--- config.mk ---
export PLATFORM = sky130hd
export DESIGN_NAME = match_timer
export DESIGN_NICKNAME = d
export VERILOG_FILES = /design/src/rtl/mt_pkg.sv /design/src/rtl/mt_regs.sv /design/src/rtl/mt_event_fsm.sv /design/src/rtl/mt_source.sv /design/src/rtl/match_timer.sv
export SDC_FILE = /design/constraint.sdc
export NUM_CORES = 1
export LEC_CHECK = 0
export ABC_AREA = 1
export BUFFER_PORTS_ARGS = -buffer_cell sky130_fd_sc_hd__buf_2
export CORE_AREA = 2 2 107 135
export CTS_CLUSTER_DIAMETER = 150
export CTS_CLUSTER_SIZE = 14
export DETAILED_ROUTE_END_ITERATION = 10
export DIE_AREA = 0 0 109 137
export GPL_ROUTABILITY_DRIVEN = 0
export GPL_TIMING_DRIVEN = 0
export PLACE_DENSITY = 0.67
export SYNTH_ARGS = -nofsm -noshare
export SYNTH_HDL_FRONTEND = slang
export SYNTH_SLANG_ARGS = --single-unit
--- constraint.sdc ---
create_clock -name clk_i -period 2.4 [get_ports clk_i]
set_input_delay 0.48 -clock clk_i [delete_from_list [all_inputs] [get_ports clk_i]]
set_output_delay 0.48 -clock clk_i [all_outputs]
set_load 0.005 [all_outputs]
--- src/rtl/mt_pkg.sv ---
package mt_pkg;
    localparam int DATA_W = 32;
    localparam int ADDR_W = 8;
    localparam int DIV_W  = 2;

    localparam logic [ADDR_W-1:0] OFS_MATCH  = 8'h00;
    localparam logic [ADDR_W-1:0] OFS_COUNT  = 8'h04;
    localparam logic [ADDR_W-1:0] OFS_CTRL   = 8'h08;
    localparam logic [ADDR_W-1:0] OFS_CLEAR  = 8'h0C;
    localparam logic [ADDR_W-1:0] OFS_DIV    = 8'h10;
    localparam logic [ADDR_W-1:0] OFS_STATUS = 8'h14;
    localparam logic [ADDR_W-1:0] OFS_SOURCE = 8'h18;

    localparam int PEND_BIT   = 10;
    localparam int SRC_EN_BIT = 8;

    typedef enum logic [1:0] {
        ST_IDLE     = 2'd0,
        ST_COUNT    = 2'd1,
        ST_CLR_PEND = 2'd2
    } evt_state_e;
endpackage

--- src/rtl/mt_regs.sv ---
module mt_regs
    import mt_pkg::*;
#(
    parameter int DW = DATA_W,
    parameter int AW = ADDR_W,
    parameter int DVW = DIV_W
) (
    input  logic          clk_i,
    input  logic          rst_ni,
    input  logic          wr_i,
    input  logic [AW-1:0] addr_i,
    input  logic [DW-1:0] wdata_i,
    input  logic [DW-1:0] count_i,
    input  logic          pend_i,
    input  logic [DW-1:0] src_i,
    output logic [DW-1:0] match_o,
    output logic          en_o,
    output logic          com_o,
    output logic          clr_req_o,
    output logic [DVW-1:0] div_o,
    output logic          src_en_o,
    output logic [DW-1:0] rdata_o
);
    logic [DW-1:0]  match_q;
    logic [1:0]     ctrl_q;
    logic [DVW-1:0] div_q;
    logic           src_en_q;

    always_ff @(posedge clk_i) begin
        if (!rst_ni) begin
            match_q  <= '0;
            ctrl_q   <= '0;
            div_q    <= '0;
            src_en_q <= 1'b0;
        end else if (wr_i) begin
            unique case (addr_i)
                OFS_MATCH: match_q <= wdata_i;
                OFS_CTRL:  ctrl_q  <= wdata_i[1:0];
                OFS_DIV: begin
                    div_q    <= wdata_i[DVW-1:0];
                    src_en_q <= wdata_i[SRC_EN_BIT];
                end
                default: ;
            endcase
        end
    end

    assign clr_req_o = wr_i && (addr_i == OFS_CLEAR);
    assign match_o   = match_q;
    assign en_o      = ctrl_q[0];
    assign com_o     = ctrl_q[1];
    assign div_o     = div_q;
    assign src_en_o  = src_en_q;

    always_comb begin
        rdata_o = '0;
        unique case (addr_i)
            OFS_MATCH:  rdata_o = match_q;
            OFS_COUNT:  rdata_o = count_i;
            OFS_CTRL:   rdata_o[1:0] = ctrl_q;
            OFS_DIV: begin
                rdata_o[DVW-1:0]   = div_q;
                rdata_o[SRC_EN_BIT] = src_en_q;
            end
            OFS_STATUS: rdata_o[PEND_BIT] = pend_i;
            OFS_SOURCE: rdata_o = src_i;
            default:    rdata_o = '0;
        endcase
    end

    // status reads never expose bits outside the pending flag
    assert_status_clean_R8: assert property (@(posedge clk_i) disable iff (!rst_ni)
        (addr_i == OFS_STATUS) |-> ((rdata_o & ~(32'h1 << PEND_BIT)) == '0));
endmodule

--- src/rtl/mt_event_fsm.sv ---
module mt_event_fsm
    import mt_pkg::*;
#(
    parameter int DW = DATA_W
) (
    input  logic          clk_i,
    input  logic          rst_ni,
    input  logic          tick_i,
    input  logic          en_i,
    input  logic          com_i,
    input  logic          clr_req_i,
    input  logic [DW-1:0] match_i,
    output logic [DW-1:0] count_o,
    output logic          pend_o,
    output logic          irq_o
);
    evt_state_e state_q, state_d;
    logic [DW-1:0] cnt_q;
    logic hit, hit_q, irq_q;

    always_comb begin
        state_d = state_q;
        unique case (state_q)
            ST_IDLE: begin
                if (clr_req_i)  state_d = ST_CLR_PEND;
                else if (en_i)  state_d = ST_COUNT;
            end
            ST_COUNT: begin
                if (clr_req_i)  state_d = ST_CLR_PEND;
                else if (!en_i) state_d = ST_IDLE;
            end
            ST_CLR_PEND: begin
                if (!clr_req_i && tick_i) state_d = en_i ? ST_COUNT : ST_IDLE;
            end
            default: state_d = ST_IDLE;
        endcase
    end

    always_ff @(posedge clk_i) begin
        if (!rst_ni) state_q <= ST_IDLE;
        else         state_q <= state_d;
    end

    always_ff @(posedge clk_i) begin
        if (!rst_ni) begin
            cnt_q <= '0;
        end else if (tick_i) begin
            if (state_q == ST_CLR_PEND)
                cnt_q <= '0;
            else if (state_q == ST_COUNT && en_i)
                cnt_q <= (com_i && cnt_q == match_i) ? '0 : cnt_q + 1'b1;
        end
    end

    assign hit = en_i && (state_q != ST_CLR_PEND) && (cnt_q == match_i);

    always_ff @(posedge clk_i) begin
        if (!rst_ni) begin
            hit_q <= 1'b0;
            irq_q <= 1'b0;
        end else begin
            hit_q <= hit;
            irq_q <= hit && !hit_q;
        end
    end

    assign count_o = cnt_q;
    assign pend_o  = (state_q == ST_CLR_PEND);
    assign irq_o   = irq_q;

    assert_irq_pulse_R3: assert property (@(posedge clk_i) disable iff (!rst_ni)
        irq_q |=> !irq_q);
    assert_irq_enabled_R4: assert property (@(posedge clk_i) disable iff (!rst_ni)
        irq_q |-> $past(en_i));
    assert_frozen_R2: assert property (@(posedge clk_i) disable iff (!rst_ni)
        (!en_i && state_q != ST_CLR_PEND) |=> $stable(cnt_q));
    assert_clr_pending_R7: assert property (@(posedge clk_i) disable iff (!rst_ni)
        clr_req_i |=> pend_o);
    assert_clr_zero_R7: assert property (@(posedge clk_i) disable iff (!rst_ni)
        $fell(pend_o) |-> (cnt_q == '0));
endmodule

--- src/rtl/mt_source.sv ---
module mt_source
    import mt_pkg::*;
#(
    parameter int DW = DATA_W,
    parameter int DVW = DIV_W
) (
    input  logic           clk_i,
    input  logic           rst_ni,
    input  logic           en_i,
    input  logic [DVW-1:0] div_i,
    output logic [DW-1:0]  src_o
);
    logic [DVW-1:0] pre_q;
    logic [DW-1:0]  src_q;
    logic           step;

    assign step = en_i && (pre_q >= div_i);

    always_ff @(posedge clk_i) begin
        if (!rst_ni) begin
            pre_q <= '0;
            src_q <= '0;
        end else if (en_i) begin
            pre_q <= step ? '0 : pre_q + 1'b1;
            if (step) src_q <= src_q + 1'b1;
        end
    end

    assign src_o = src_q;

    assert_src_hold_R10: assert property (@(posedge clk_i) disable iff (!rst_ni)
        !en_i |=> $stable(src_q));
    assert_src_step_R9: assert property (@(posedge clk_i) disable iff (!rst_ni)
        (src_q == $past(src_q)) || (src_q == $past(src_q) + 1'b1));
endmodule

--- src/rtl/match_timer.sv ---
module match_timer
    import mt_pkg::*;
#(
    parameter int DW = DATA_W,
    parameter int AW = ADDR_W,
    parameter int DVW = DIV_W
) (
    input  logic          clk_i,
    input  logic          rst_ni,
    input  logic          slow_tick_i,
    input  logic          bus_wr_i,
    input  logic [AW-1:0] bus_addr_i,
    input  logic [DW-1:0] bus_wdata_i,
    output logic [DW-1:0] bus_rdata_o,
    output logic          irq_o
);
    logic [DW-1:0]  match_w, count_w, src_w;
    logic           en_w, com_w, clr_w, pend_w, src_en_w;
    logic [DVW-1:0] div_w;

    mt_regs #(.DW(DW), .AW(AW), .DVW(DVW)) u_regs (
        .clk_i(clk_i), .rst_ni(rst_ni), .wr_i(bus_wr_i), .addr_i(bus_addr_i),
        .wdata_i(bus_wdata_i), .count_i(count_w), .pend_i(pend_w), .src_i(src_w),
        .match_o(match_w), .en_o(en_w), .com_o(com_w), .clr_req_o(clr_w),
        .div_o(div_w), .src_en_o(src_en_w), .rdata_o(bus_rdata_o)
    );

    mt_event_fsm #(.DW(DW)) u_evt (
        .clk_i(clk_i), .rst_ni(rst_ni), .tick_i(slow_tick_i), .en_i(en_w),
        .com_i(com_w), .clr_req_i(clr_w), .match_i(match_w),
        .count_o(count_w), .pend_o(pend_w), .irq_o(irq_o)
    );

    mt_source #(.DW(DW), .DVW(DVW)) u_src (
        .clk_i(clk_i), .rst_ni(rst_ni), .en_i(src_en_w), .div_i(div_w), .src_o(src_w)
    );
endmodule

==> results.tsv, run 1 <==
metric	value	unit
kind of end point of the critical path	output port	
GR Overflow Total	0	
WL final	21380	um
run status	complete, no violations	
initial drt markers	689	
num ports	77	
number of diodes	0	
unrepaired setup endpoints after global routing	no	
Syn-to-layout area delta	15.50	%
Cell Chain, Critical Path	buf_2 > nor2_1 > nand3_2 > nor3_2 > inv_2 > o221ai_1 > buf_2	
worst path bufs/invs	3	
Post-Synthesis Cells	985	
largest net degree at the start of global routing	17	
deepest clock path buffer count	2	
DR vias	6745	
layout cells sized above 1	16.16	%
max cap viols	0	
dpl cells	1235	
Worst-Margin Slew	936.3	ps
FFs w/ async S/R, synth	0	%
CTS HTree Levels	3	
Synth top area share	33.43	%
Stages on worst setup path	7	
area leader, netlist	dfxtp_1	
pre-CTS setup slack	-232.9	ps
CP dominant cell by count	buf_2	
largest cells by area after synthesis	dfxtp_1 (33%), nand2_1 (14%), nor2_1 (7.7%)	
CTS clk-pin slew, worst paths	70	ps
Cell variety after synth	41	
Crit Path Max Fanout	10	
Initial Util	47.00	%
slowest stage delay, CP	300	ps
row count	48	
Final Critical Period	2327	ps
first-pass GRT wire length	32140	um
Max Freq	429.7	MHz
sequential share of power	51.1	%
Req. time, crit path	1920	ps
Syn Nets	1033	
switching fraction of total power	22.66	%
CP startpoint	bus_addr_i[7]	
die width	109	um
Clk pwr share	45.1	%
Combinational Power Share	3.9	%
Final Non-Filler Cells	1252	
Tightest Hold Check Type	primary input to flip-flop	
Nets	1120	
DPL Wire Length	16910	um
PwrDens	470.2	nW/um2
CTS tree	built	
final instance area	7401	um2
Hold Crit Start	bus_wdata_i[23]	
TritonCTS Buffers	9	
ys flop type	dfxtp_1	
hold_ws	344.1	ps
latest clock arrival within the worst-skew pair	360	ps
Max VDD drop	0.0003104	V
antenna-violating nets left	0	
mapped cell area	6407	um2
Post-synth EDFFs	0	
Root Driver	clkbuf_16	
Avg WL per Cell	17.08	um
routed vias/inst	5.387	
Hold Vio Cnt, Final	0	
Yosys warnings	0	
FF+latch count, synth	107	
Worst R2R Start	u_src.pre_q[0]$_SDFFE_PN0P_	
crit start category	primary input	
die area	14930	um2
Core Region	13630	um2
GRT Overall Usage	29.28	%
Critical Path Slowest Stage Cell	nor3_2	
DRT Pass-1 Iters	5	
Slew HR	37.58	%
Port Buffer Count	75	
crit share post-route	96.96	%
final core occ	54.29	%
switching power	788.5	uW
CTS sink count	107	
FF-to-FF path depth	11	
Setup WS post-layout	72.99	ps
Pleak	0.002784	uW
Area after DPL	7002	um2
Cell Int Power	2691	uW
CP top delay family	simple AND/OR/NAND/NOR gates	
clock skew	8.130	ps
initial antenna violation count	0	
syn avg cell area	6.505	um2
hold path cells	3	
crit path kind	primary input to output port	
Vert. Die Dim	137	um
drt drc	0	
Worst Path Arrival	1850	ps
Setup violations, final	0	
vias in the first global route	6120	
hold-fix buffer count after cts	0	
sequential area share after synthesis	33.43	%
final slew viol count	0	
## state kept, by name, summed over array words and instances, names as in the netlist
| name | cells |
|---|---|
| u_regs.ctrl_q | 2 |
| u_src.pre_q | 2 |
| u_regs.src_en_o | 1 |
| u_regs.div_o | 2 |
| u_evt.hit_q | 1 |
| u_evt.state_q | 2 |
| u_evt.irq_o | 1 |
| u_regs.match_o | 32 |
| u_src.src_o | 32 |
| u_evt.count_o | 32 |
## per-stage QoR
stage	setup TNS, ps	total power, uW
2_1_floorplan	0	1875
3_3_place_gp	-4714	1945
3_5_place_dp	-4736	1945
4_1_cts	0	3482
5_1_grt	0	3572
6_report	0	3480
## worst paths after layout
| check | end | slack, ps |
|---|---|---|
| setup / recovery | bus_rdata_o[16] | 70 |
| hold / removal | u_regs.match_o[23]$_SDFFE_PN0P_ | 340 |
| setup reg to reg | u_src.src_o[22]$_SDFFE_PN0P_ | 360 |
| hold reg to reg | u_evt.irq_o$_SDFF_PN0_ | 390 |
## timing repair
action	in CTS	in global routing
pin swaps	0	1
buffers inserted	0	1
gates resized for setup	13	20
cloned	0	0
endpoints found under the setup margin	32	28
## placed cells by master (no fill, tap or decap), types with 12 or more instances in the layout
master    Yosys  routed
o21ai_0      75      75
inv_2        11      13
buf_2         2      79
xor2_1       12      12
nor3_1       28      27
clkbuf_1     23      18
a21oi_1      58      58
nand2_1     245     243
inv_1       111     109
xnor2_1      20      20
nand3_1      41      40
nor2_2       18      19
dfxtp_1     107     107
o221ai_1     26      22
nand4_1      16      16
nor2_1      131     128
## Yosys cell counts, types with 7 or more instances
cell type,number
dfxtp_1,107
nand4_1,16
nand3_1,41
xnor2_1,20
clkbuf_1,23
o21ai_0,75
o221ai_1,26
inv_2,11
nor3_1,28
nor2_1,131
xor2_1,12
nand2_1,245
nor2_4,7
a21oi_1,58
inv_1,111
nor2_2,18
## cell type report
class,instances,area [um2]
fillers,1433,6232
clock inverters,3,46.29
clock buffers,13,260.3
multi-input cells,724,3710
repair buffers,76,382.9
inverters,123,461.7
flip-flops and latches,107,2142
plain buffers,31,178.9
well taps,175,219.0
## kinds of logic (layout without fill, tap and decap cells)
group	Yosys count	count (layout)	synth area share, %
flip-flops	107	107	33.43
AND/OR/NAND/NOR	510	510	35.34
AO/OA/AOI/OAI	176	176	15.82
XOR/XNOR	34	34	4.882
buffers and inverters	154	246	9.744
adder cells (fa/ha/maj)	4	4	0.7811
## tightest hold or removal path, stage by stage
cell and delay [ps]:
buf_2 80, nor2_1 30, nor2_1 80
## layer usage
| metal | vias to the layer above | global-route usage (%) | share of wire, % |
|---|---|---|---|
| met3 | 62 | 3.714 | 4.5 |
| li1 | 3390 | - | - |
| met5 | - | 0 | 0 |
| met4 | 0 | 17.02 | 5.3 |
| met2 | 200 | 48.72 | 48 |
| met1 | 3093 | 35.94 | 42 |
## power groups by stage
stage | Clock, uW | Sequential [uW] | Combinational (uW)
floorplan | 0 | 1820 | 57.1
global placement | 0 | 1820 | 127
detailed placement | 0 | 1820 | 126
CTS | 1580 | 1780 | 129
global route | 1650 | 1780 | 144
finish | 1570 | 1780 | 134
Note: power is estimated with default switching activity, not from simulation.
==> run 2, diff against run 1 <==
PLACE_DENSITY = 0.69   (was 0.67)
clock period = 1.9 ns   (was 2.4 ns; I/O delays follow)
==> results.tsv, run 2 (same netlist as run 1, synthesis figures left out) <==
metric	value	unit
die width	109	um
first-pass GRT wire length	33120	um
Tightest Hold Check Type	primary input to flip-flop	
CTS HTree Levels	3	
initial drt markers	574	
GRT Overall Usage	30.05	%
most common cell after layout, fill and taps aside	nand2_1	
Root Driver	clkbuf_16	
Setup violations, final	30	
switching power	996.9	uW
antenna-violating nets left	0	
vias in the first global route	6371	
Initial Util	47.00	%
Clk pwr share	42.6	%
sequential share of power	52.7	%
num ports	77	
CTS tree	built	
Vert. Die Dim	137	um
GR Overflow Total	0	
unrepaired setup endpoints after global routing	yes	
Core Region	13630	um2
Final Critical Period	1975	ps
Req. time, crit path	1520	ps
slowest stage delay, CP	250	ps
Avg WL per Cell	17.34	um
max cap viols	0	
Setup WS post-layout	-75.26	ps
run status	finished with violations	
initial antenna violation count	0	
PwrDens	541.0	nW/um2
row count	48	
Cell Int Power	3261	uW
Slew HR	38.28	%
crit share post-route	104.0	%
clock skew	10.73	ps
CP top delay family	buffers and inverters	
worst path bufs/invs	4	
Cell Chain, Critical Path	buf_6 > nor2_4 > nand2_4 > buf_4 > nor3_4 > inv_4 > o211ai_1 > buf_2	
Hold Vio Cnt, Final	0	
kind of end point of the critical path	output port	
Worst Path Arrival	1600	ps
Pleak	0.002958	uW
Nets	1137	
TritonCTS Buffers	9	
Critical Path Slowest Stage Cell	o211ai_1	
Max Freq	506.3	MHz
Final Non-Filler Cells	1267	
hold-fix buffer count after cts	0	
switching fraction of total power	23.41	%
WL final	21970	um
final slew viol count	0	
Crit Path Max Fanout	10	
routed vias/inst	5.434	
drt drc	0	
DPL Wire Length	16710	um
CTS clk-pin slew, worst paths	70	ps
latest clock arrival within the worst-skew pair	370	ps
deepest clock path buffer count	2	
number of diodes	0	
commonest cells after routing, fill and taps aside	nand2_1 (238), nor2_1 (121), inv_1 (106)	
CTS sink count	107	
layout cells sized above 1	20.88	%
Port Buffer Count	75	
final core occ	57.74	%
dpl cells	1235	
largest net degree at the start of global routing	16	
Syn-to-layout area delta	22.85	%
Combinational Power Share	4.7	%
DR vias	6885	
die area	14930	um2
crit start category	primary input	
failing checks	negative setup slack	
Max VDD drop	0.0004108	V
Worst-Margin Slew	925.8	ps
crit path kind	primary input to output port	
DRT Pass-1 Iters	5	
## run 2: cell types whose count changed in the layout (fill, tap and decap cells not counted), moves of 3 or more
cell	delta
nand2_4	+4
dfxtp_1	-3
buf_2	-6
nor2_1	-7
clkbuf_8	+6
buf_6	+6
o221ai_1	-11
buf_4	+11
o221ai_2	+11
inv_1	-3
nand2_1	-5
nor2_4	+7
## run 2: power by group through the flow
stage / sequential [uW] / combinational, uW / clock (uW)
floorplan: 2300 / 72.1 / 0
global route: 2240 / 211 / 1910
detailed placement: 2300 / 159 / 0
finish: 2240 / 200 / 1810
global placement: 2300 / 159 / 0
CTS: 2240 / 190 / 1810
## run 2: cell type report
type | instances | area [um2]
Buffer | 31 | 246.5
Clock buffer | 12 | 256.5
Clock inverter | 2 | 12.51
Fill cell | 1327 | 5762
Inverter | 123 | 470.5
Multi-Input combinational cell | 724 | 3944
Sequential cell | 107 | 2148
Tap cell | 175 | 219.0
Timing Repair Buffer | 93 | 574.3
## run 2: what timing repair did
| action | CTS | global route |
|---|---|---|
| setup buffers | 10 | 6 |
| pin swaps | 17 | 9 |
| gates cloned | 2 | 0 |
| resized for setup | 78 | 29 |
| setup endpoints to repair | 40 | 75 |
## run 2: path summary, 6_finish.rpt
path,from,endpoint,slack (ps),cells past startpoint
max,bus_addr_i[0],bus_rdata_o[15],-80,8
min,bus_wdata_i[11],u_regs.match_o[11]$_SDFFE_PN0P_,240,3
max reg2reg,u_src.pre_q[0]$_SDFFE_PN0P_,u_src.src_o[22]$_SDFFE_PN0P_,150,11
min reg2reg,u_evt.hit_q$_SDFF_PN0_,u_evt.irq_o$_SDFF_PN0_,410,1
## run 2: per-stage QoR
stage | total power [uW] | TNS (ps) | setup WS, ps | cell area (um2) | hold WS [ps]
after floorplan | 2368 | 0 | 156.5 | 6407 | 368.2
after global placement | 2456 | -16540 | -512.8 | 7002 | 383.7
after detailed placement | 2456 | -17480 | -518.7 | 7002 | 387.8
after CTS | 4248 | -259.1 | -48.13 | 7714 | 244.0
after global routing | 4361 | -2586 | -118.7 | 7871 | 257.7
final | 4258 | -779.4 | -75.26 | 7871 | 238.6
## run 2: worst reg2reg max path, stage by stage, from the launching register on
cell,delay (ps)
dfxtp_1,340
inv_1,60
ha_1,270
o21ai_1,80
nand2_1,110
nand2_4,110
nor2_4,150
nand2_1,110
nor2_2,150
nand2_1,80
o21ai_0,140
a21oi_1,60
## run 2: routing by layer
layer | share of wire, % | GRT usage (%) | vias to the layer above
li1 | - | - | 3417
met1 | 40 | 36.75 | 3119
met2 | 48 | 50.55 | 279
met3 | 5.5 | 2.810 | 70
met4 | 6.0 | 18.16 | 0
met5 | 0 | 0 | -
